$ cat src/rtl/lsa_pkg.sv
package lsa_pkg;

    typedef enum logic [1:0] {
        SZ_BYTE  = 2'b00,
        SZ_HALF  = 2'b01,
        SZ_WORD  = 2'b10,
        SZ_UPPER = 2'b11
    } acc_size_t;

    typedef enum logic {
        ST_IDLE      = 1'b0,
        ST_LOAD_WAIT = 1'b1
    } ld_state_t;

    typedef struct packed {
        acc_size_t  size;
        logic       sgn;
        logic [1:0] off;
    } ld_tag_t;

endpackage

$ cat src/rtl/lsa_store_lane.sv
module lsa_store_lane
    import lsa_pkg::*;
#(
    parameter int DATA_W = 32
) (
    input  acc_size_t               size,
    input  logic [1:0]              off,
    input  logic [DATA_W-1:0]       wdata,
    output logic [DATA_W/8-1:0]     be,
    output logic [DATA_W-1:0]       lane_data,
    output logic                    misaligned
);
    localparam int LANES = DATA_W / 8;

    assign misaligned = ((size == SZ_HALF) && off[0]) ||
                        ((size == SZ_WORD) && (off != 2'b00));

    for (genvar k = 0; k < LANES; k++) begin : g_lane
        localparam int         HI   = DATA_W - 1 - 8 * k;
        localparam bit         EVEN = ((k % 2) == 0);
        localparam logic [1:0] OFF  = 2'(k);
        localparam logic       PAIR = 1'(k / 2);

        assign lane_data[HI -: 8] =
            (size == SZ_BYTE) ? wdata[7:0] :
            (size == SZ_HALF) ? (EVEN ? wdata[15:8] : wdata[7:0]) :
                                wdata[HI -: 8];

        assign be[LANES-1-k] = !misaligned && (
            ((size == SZ_BYTE) && (off == OFF)) ||
            ((size == SZ_HALF) && (off[1] == PAIR)) ||
            (size == SZ_WORD));
    end

endmodule

$ cat src/rtl/lsa_load_extract.sv
module lsa_load_extract
    import lsa_pkg::*;
#(
    parameter int DATA_W = 32
) (
    input  logic [DATA_W-1:0] rdata,
    input  ld_tag_t           tag,
    output logic [DATA_W-1:0] result
);
    logic [7:0]  sel_byte;
    logic [15:0] sel_half;

    always_comb begin
        sel_byte = rdata[DATA_W - 1 - 8 * int'(tag.off) -: 8];
        sel_half = tag.off[1] ? rdata[15:0] : rdata[31:16];
        unique case (tag.size)
            SZ_BYTE: result = {{(DATA_W-8){tag.sgn & sel_byte[7]}}, sel_byte};
            SZ_HALF: result = {{(DATA_W-16){tag.sgn & sel_half[15]}}, sel_half};
            default: result = rdata;
        endcase
    end

endmodule

$ cat src/rtl/lsa_top.sv
module lsa_top
    import lsa_pkg::*;
#(
    parameter int ADDR_W = 32,
    parameter int DATA_W = 32
) (
    input  logic                  clk,
    input  logic                  rst_n,
    input  logic                  req_valid,
    input  logic                  req_write,
    input  logic [1:0]            req_size,
    input  logic                  req_signed,
    input  logic [ADDR_W-1:0]     req_addr,
    input  logic [DATA_W-1:0]     req_wdata,
    output logic                  mem_req,
    output logic                  mem_we,
    output logic [ADDR_W-1:0]     mem_addr,
    output logic [DATA_W/8-1:0]   mem_be,
    output logic [DATA_W-1:0]     mem_wdata,
    output logic                  misalign,
    input  logic                  mem_rvalid,
    input  logic [DATA_W-1:0]     mem_rdata,
    output logic                  ld_valid,
    output logic [DATA_W-1:0]     ld_data
);
    localparam int LANES = DATA_W / 8;
    localparam int HALF  = DATA_W / 2;

    ld_state_t           st_q, st_d;
    ld_tag_t             pend_q;
    acc_size_t           sz;
    logic [LANES-1:0]    be_c;
    logic                mis_c;
    logic [DATA_W-1:0]   ext_c;
    logic                accept, is_upper, load_issue, upper_issue, data_return;

    assign sz          = acc_size_t'(req_size);
    assign is_upper    = (sz == SZ_UPPER);
    assign accept      = req_valid && (st_q == ST_IDLE);
    assign misalign    = accept && mis_c;
    assign mem_req     = accept && !mis_c && !is_upper;
    assign mem_we      = mem_req && req_write;
    assign mem_be      = mem_req ? be_c : '0;
    assign mem_addr    = {req_addr[ADDR_W-1:2], 2'b00};
    assign load_issue  = mem_req && !req_write;
    assign upper_issue = accept && is_upper;
    assign data_return = (st_q == ST_LOAD_WAIT) && mem_rvalid;

    lsa_store_lane #(.DATA_W(DATA_W)) store_i (
        .size       (sz),
        .off        (req_addr[1:0]),
        .wdata      (req_wdata),
        .be         (be_c),
        .lane_data  (mem_wdata),
        .misaligned (mis_c)
    );

    lsa_load_extract #(.DATA_W(DATA_W)) load_i (
        .rdata  (mem_rdata),
        .tag    (pend_q),
        .result (ext_c)
    );

    always_comb begin
        st_d = st_q;
        unique case (st_q)
            ST_IDLE:      if (load_issue)  st_d = ST_LOAD_WAIT;
            ST_LOAD_WAIT: if (data_return) st_d = ST_IDLE;
        endcase
    end

    always_ff @(posedge clk) begin
        if (!rst_n) st_q <= ST_IDLE;
        else        st_q <= st_d;
    end

    always_ff @(posedge clk) begin
        if (!rst_n) begin
            ld_valid <= 1'b0;
            ld_data  <= '0;
            pend_q   <= '0;
        end else begin
            ld_valid <= 1'b0;
            if (load_issue)
                pend_q <= '{size: sz, sgn: req_signed, off: req_addr[1:0]};
            if (data_return) begin
                ld_valid <= 1'b1;
                ld_data  <= ext_c;
            end else if (upper_issue) begin
                ld_valid <= 1'b1;
                ld_data  <= {req_wdata[HALF-1:0], {HALF{1'b0}}};
            end
        end
    end

endmodule

$ cat config.mk
export PLATFORM = sky130hd
export DESIGN_NAME = lsa_top
export DESIGN_NICKNAME = d
export VERILOG_FILES = /design/src/rtl/lsa_pkg.sv /design/src/rtl/lsa_store_lane.sv /design/src/rtl/lsa_load_extract.sv /design/src/rtl/lsa_top.sv
export SDC_FILE = /design/constraint.sdc
export NUM_CORES = 1
export LEC_CHECK = 0
export BUFFER_PORTS_ARGS = -buffer_cell sky130_fd_sc_hd__buf_2
export CAP_MARGIN = 5
export CORE_ASPECT_RATIO = 2
export CORE_MARGIN = 2
export CORE_UTILIZATION = 35
export CTS_CLUSTER_DIAMETER = 50
export DETAILED_ROUTE_END_ITERATION = 6
export GPL_TIMING_DRIVEN = 0
export PLACE_DENSITY = 0.73
export SLEW_MARGIN = 20
export SYNTH_ARGS = -nofsm -noshare
export SYNTH_HDL_FRONTEND = slang
export SYNTH_SLANG_ARGS = --single-unit
$ cat constraint.sdc
create_clock -name clk -period 3.3 [get_ports clk]
set_input_delay 0.66 -clock clk [delete_from_list [all_inputs] [get_ports clk]]
set_output_delay 0.66 -clock clk [all_outputs]
set_load 0.005 [all_outputs]
==> results of run 1 <==
==> registers in the layout, indices dropped and copies added, names as in the netlist <==
name / count
ld_data: 32
ld_valid: 1
pend_q: 5
st_q: 1
==> cell type report <==
class / count / area share, %
sequential: 39 / 19.3
clock buffer: 6 / 3.18
timing repair buffer: 172 / 21.2
multi-input combinational: 250 / 41.3
buffer: 67 / 10.8
tap: 98 / 3.02
inverter: 10 / 0.926
clock inverter: 2 / 0.309
==> path summary, 6_finish.rpt <==
kind              depth (start not counted)            end
hold reg to reg                           2    ld_data[12]
setup reg to reg                          5     ld_data[8]
hold / removal                            2    ld_data[12]
setup / recovery                          5  mem_wdata[20]
==> where the power goes <==
| part | internal [mW] | switching [mW] | total (mW) |
|---|---|---|---|
| Clock | 0.279 | 0.206 | 0.485 |
| Combinational | 0.176 | 0.177 | 0.353 |
| Sequential | 0.488 | 0.0128 | 0.501 |
| Total | 0.944 | 0.395 | 1.34 |
==> worst reg2reg max path, cell delays in order (launching register included) <==
cell and delay (ns):
dfxtp_1 0.46, buf_4 0.25, buf_6 0.18, mux2_2 0.38, a211oi_1 0.34, o21ai_1 0.10
==> metal layers <==
metal  vias up  wire length (um)  track usage (%)
li1       1640                 -                -
met1      1574              3690             22.0
met2       212              6300             47.2
met3        34               865             3.21
met4         0               453             12.3
met5         -                 0                0
==> cell usage in the layout, fill, tap and decap left out, types with 13 or more instances in the layout <==
cell      instances
a22oi_1          15
and2_1           18
buf_2           182
buf_4            44
clkbuf_1         13
dfxtp_1          39
mux2_2           30
nand2_1          61
o21ai_0          27
o21ai_1          13
o221ai_1         16
==> cell families after synthesis <==
group | share of synthesized area (%)
simple gates | 16.6
mux | 16.1
other cells | 0.128
flops | 26.7
buf+inv | 16.2
compound gates | 24.3
==> stage by stage <==
step	hold WS [ns]	util (%)	cell area (um2)	std cells	power (mW)
2_1_floorplan	0.444	-	2930	366	0.695
6_report	0.449	49.6	4050	644	1.34
3_3_place_gp	0.437	47.9	3910	636	0.860
3_5_place_dp	0.442	47.9	3910	636	0.864
4_1_cts	0.450	49.6	4050	644	1.34
5_1_grt	0.467	49.6	4050	644	1.39
==> impl_metrics.yaml, run 1 <==
status:
  status: "complete, no violations"
pwr:
  power.density_nw_per_um2: 330
  peakVddDrop_mv: 0.277
  power_leakage_nw: 1.97
global_routing:
  gr-usage-all-layers_pct: 24.1
  grt.overflow.total: 0
  grt_pass1_wl_mm: 16.3
  grt_max_degree: 13
  grt_pass1_vias: 3260
  antenna_found_initial: 0
critical_path:
  cp_num_buf_inv: 4
  worstPathMaxFanout: 10
  critPathLaunchType: "primary input"
  cp_data_required_time_ns: 2.64
  endpoint_kind: "output pin"
  startpoint: "req_size[1]"
  slowest_stage: "clkbuf_1"
  critical_path.top_delay_family: "buffers and inverters"
  rrSetupSlack_ns: 1.47
  criticalPathCategory: "primary input to output pin"
  cpPeakStageDelay_ns: 0.43
  reg2reg_from: "pend_q[1]"
  worstPathArrival_ns: 1.97
  cpMostUsedCell: "buf_2"
  crit_chain: "buf_2 > buf_2 > clkbuf_1 > mux2_2 > buf_2"
timing:
  maxSlewHeadroom_pct: 46.1
  fin_crit_ns: 2.63
  setup_viol: 0
  skew_ns: 0.00909
  timing.final.crit_share_pct: 79.7
  maxSlewViolCount: 0
  setup_ws_ns: 0.671
  finalHoldViolations: 0
  rsz0062_at_grt: "false"
  worst_slew_pin_slew_ns: 0.803
  max_freq_ghz: 0.380
  tns_ns: 0
synth:
  seq_area_frac_synth_pct: 26.7
  yosysMostFrequentCell: "nand2_1"
  ys_ff_latch: 39
  ys_top_cells_by_count: "61 x nand2_1, 44 x buf_4, 39 x dfxtp_1"
  synth_cell_types: 35
  syn_avg_cell_area_um2: 8.01
  yosys_warnings: 0
  synth_cells: 365
  synth-async-reset-ratio_pct: 0
  ys.flop_type: "dfxtp_1"
  yosys-top-cells-area: "dfxtp_1 27%, mux2_2 12%, buf_4 11%"
  synth-edff-count: 0
  synth_area_um2: 2930
  synth_area_leader_cell: "dfxtp_1"
  synth.top_cell.area_share_pct: 26.7
finish:
  antenna_cells: 0
  multi_input_area_um2: 1670
  seq_area_um2: 781
  areaGrowthSynthToFinish_pct: 38.6
  drive_above_1_share_pct: 49.8
  nets: 649
  nFillCells: 805
worst_hold_path:
  hold_class: "flop to flop"
  hp-start: "ld_data[12]"
cts:
  cts_tree: "built"
  cts_root_buffer: "clkbuf_16"
  numCtsBuffers: 5
  htree_num_levels: 2
  ctsResizeCount: 0
  clk_pin_slew_worst_paths_ns: 0.06
  ctsHoldBuffers: 0
  cts_setup_buffers: 0
  clockBufferDepth: 2
  clk_latency_ns: 0.29
  cts.sinks: 39
drt:
  route.detailed.drc: 0
  wl_per_cell_um: 17.6
  final_antenna_net_count: 0
  drt_iter0_markers: 149
  dr_total_vias: 3460
  finalWirelength_mm: 11.3
  viasPerCell: 5.37
  drt_pass1_iterations: 4
placed_design:
  port_buffers: 172
  dp_slack_ns: 0.673
  gp_congestion: 0.843
  hpwl_mm: 9.38
floorplanning:
  io_pins: 208
  rows: 47
  start_util_pct: 35.8
  core_area_um2: 8170
  die_area_um2: 9150
  fp.dieH_um: 133
  die_w_um: 68.6
job:
  maxCapViolations: 0
Power figures use the tool's default switching activity.
==> inputs of run 2 (changes only) <==
--- a/config.mk
+++ b/config.mk
@@ -5,6 +5,7 @@
 export SDC_FILE = /design/constraint.sdc
 export NUM_CORES = 1
 export LEC_CHECK = 0
+export ABC_AREA = 1
 export BUFFER_PORTS_ARGS = -buffer_cell sky130_fd_sc_hd__buf_2
 export CAP_MARGIN = 5
 export CORE_ASPECT_RATIO = 2
@@ -13,7 +14,7 @@
 export CTS_CLUSTER_DIAMETER = 50
 export DETAILED_ROUTE_END_ITERATION = 6
 export GPL_TIMING_DRIVEN = 0
-export PLACE_DENSITY = 0.73
+export PLACE_DENSITY = 0.76
 export SLEW_MARGIN = 20
 export SYNTH_ARGS = -nofsm -noshare
 export SYNTH_HDL_FRONTEND = slang
==> constraint.sdc (replaced) <==
create_clock -name clk -period 2.3 [get_ports clk]
set_input_delay 0.46 -clock clk [delete_from_list [all_inputs] [get_ports clk]]
set_output_delay 0.46 -clock clk [all_outputs]
set_load 0.005 [all_outputs]
==> run 2 against run 1 <==
Effect of this change:
- synthesized area is 1.2% higher
- power increased by 50%
- utilization is 0.34 points higher
- cell count rose by 22%
- clock skew is 0.0058 ns lower
- synthesized cell count increased by 39%
- sequential power up 44%
- combinational power is 64% higher
- critical path type unchanged
- setup slack got worse by 0.52 ns
==> impl_metrics.yaml, run 2 <==
synth:
  synth_area_um2: 2960
  synth_cells: 506
  yosys_warnings: 0
  synth_area_leader_cell: "dfxtp_1"
  ys_top_cells_by_count: "202 x nand2_1, 51 x a21oi_1, 41 x buf_4, 41 x inv_1, 41 x nand3_1"
  synth.top_cell.area_share_pct: 26.4
  synth-edff-count: 0
  yosys-top-cells-area: "dfxtp_1 26%, nand2_1 26%, buf_4 10%"
  synth_cell_types: 26
  ys_ff_latch: 39
  synth-async-reset-ratio_pct: 0
  yosysMostFrequentCell: "nand2_1"
  syn_avg_cell_area_um2: 5.85
  ys.flop_type: "dfxtp_1"
  seq_area_frac_synth_pct: 26.4
status:
  status: "complete, no violations"
pwr:
  power.switching_mw: 0.640
  total_power_mw: 2.01
  power_leakage_nw: 2.46
  p_comb_share_pct: 28.9
  peakVddDrop_mv: 0.290
  p_int_mw: 1.36
  sw_frac_of_total_pct: 31.9
  pwr-share-clk_pct: 35.1
  power.density_nw_per_um2: 488
  seqPwrFrac_pct: 36.0
finish:
  nets: 792
  largest_register_ffs: 32
  seq_area_um2: 781
  areaGrowthSynthToFinish_pct: 38.9
  multi_input_area_um2: 1560
  final_area_um2: 4110
  mostFrequentLayoutCell: "nand2_1"
  top_regs: "ld_data (32), pend_q (5)"
  drive_above_1_share_pct: 37.6
  nFillCells: 885
  final_cell_mix: "202 x nand2_1, 184 x buf_2, 51 x a21oi_1"
  largest-register: "ld_data"
  finish.utilization_pct: 49.9
cts:
  numCtsBuffers: 5
  clk_latency_ns: 0.29
  htree_num_levels: 2
  ctsHoldBuffers: 0
  cts_tree: "built"
  cts.sinks: 39
  clockBufferDepth: 2
  clk_pin_slew_worst_paths_ns: 0.06
  ctsResizeCount: 0
  cts_setup_buffers: 0
  cts_root_buffer: "clkbuf_16"
critical_path:
  endpoint_kind: "output pin"
  worstPathArrival_ns: 1.69
  critPathLaunchType: "primary input"
  cp_data_required_time_ns: 1.84
  criticalPathCategory: "primary input to output pin"
  worstPathMaxFanout: 10
placed_design:
  dp_slack_ns: 0.0925
  port_buffers: 174
  hpwl_mm: 9.49
  placed_area_um2: 3960
  gp_congestion: 0.922
floorplanning:
  start_util_pct: 35.9
  io_pins: 208
  rows: 47
  core_area_um2: 8230
  fp.dieH_um: 134
  die_w_um: 69.0
  die_area_um2: 9250
timing:
  maxSlewViolCount: 0
  rsz0062_at_grt: "false"
  fin_crit_ns: 2.15
  maxSlewHeadroom_pct: 60.5
  worst_slew_pin_slew_ns: 0.590
  setup_ws_ns: 0.147
  setup_viol: 0
  max_freq_ghz: 0.465
  skew_ns: 0.00325
  finalHoldViolations: 0
  tns_ns: 0
  timing.final.crit_share_pct: 93.6
drt:
  route.detailed.drc: 0
  drt_iter0_markers: 190
  wl_per_cell_um: 14.1
  dr_total_vias: 3806
  drt_pass1_iterations: 5
  final_antenna_net_count: 0
  finalWirelength_mm: 11.1
  viasPerCell: 4.83
job:
  maxCapViolations: 0
global_routing:
  grt_max_degree: 15
  grt.overflow.total: 0
  grt_pass1_wl_mm: 17.5
  gr-usage-all-layers_pct: 23.6
  grt_pass1_vias: 3750
  antenna_found_initial: 1
worst_hold_path:
  hold_class: "flop to flop"
run 2: cell count changes after synthesis, moves of 15 or more:
| cell | previous run | this run |
|---|---|---|
| a21oi_1 | 4 | 51 |
| a22oi_1 | 15 | 0 |
| and2_1 | 18 | 0 |
| inv_1 | 9 | 41 |
| mux2_2 | 30 | 0 |
| nand2_1 | 61 | 202 |
| nand3_1 | 5 | 41 |
| o221ai_1 | 16 | 0 |
run 2: cells by family (layout without fill, tap and decap cells):
logic type | count (synthesis) | after routing | share of synthesized area [%]
simple gates | 274 | 274 | 38.9
buf+inv | 113 | 295 | 20.9
compound gates | 79 | 79 | 13.7
flops | 39 | 39 | 26.4
other cells | 1 | 3 | 0.127
run 2: cell type report:
type,count,area share [%]
Multi-Input combinational cell,355,38.0
Inverter,49,4.63
Clock buffer,5,3.04
Buffer,64,10.5
Clock inverter,3,0.609
Tap cell,98,2.98
Sequential cell,39,19.0
Antenna cell,1,0.0609
Timing Repair Buffer,174,21.2
run 2: stage by stage:
| stage | hold WS [ns] | std cells |
|---|---|---|
| final | 0.448 | 788 |
| after global routing | 0.465 | 788 |
| after CTS | 0.451 | 787 |
| after detailed placement | 0.434 | 779 |
| after global placement | 0.438 | 779 |
| after floorplan | 0.446 | 507 |
run 2: critical path, cell delays in order:
cell,delay [ns]
buf_2,0.11
inv_1,0.11
nand2_1,0.09
inv_1,0.20
clkbuf_1,0.37
nand2_1,0.13
o21ai_0,0.09
buf_2,0.14
run 2: final timing paths:
| kind | start | to | slack (ns) | cells past startpoint |
|---|---|---|---|---|
| setup / recovery | req_size[0] | mem_wdata[13] | 0.15 | 8 |
| hold / removal | ld_data[23] | ld_data[23] | 0.45 | 2 |
| setup reg to reg | st_q | ld_data[25] | 0.80 | 6 |
| hold reg to reg | ld_data[23] | ld_data[23] | 0.45 | 2 |
run 2: routing by layer:
| metal | global-route usage (%) | part of all wire [%] |
|---|---|---|
| met5 | 0 | 0 |
| met4 | 14.1 | 4.6 |
| met3 | 3.38 | 7.0 |
| met2 | 47.9 | 56 |
| met1 | 20.9 | 32 |
run 2: power by group through the flow:
stage | Clock, mW | Sequential, mW | Combinational [mW]
global route | 0.747 | 0.723 | 0.646
CTS | 0.718 | 0.721 | 0.584
detailed placement | 0 | 0.736 | 0.580
global placement | 0 | 0.735 | 0.575
floorplan | 0 | 0.735 | 0.330
finish | 0.704 | 0.721 | 0.580
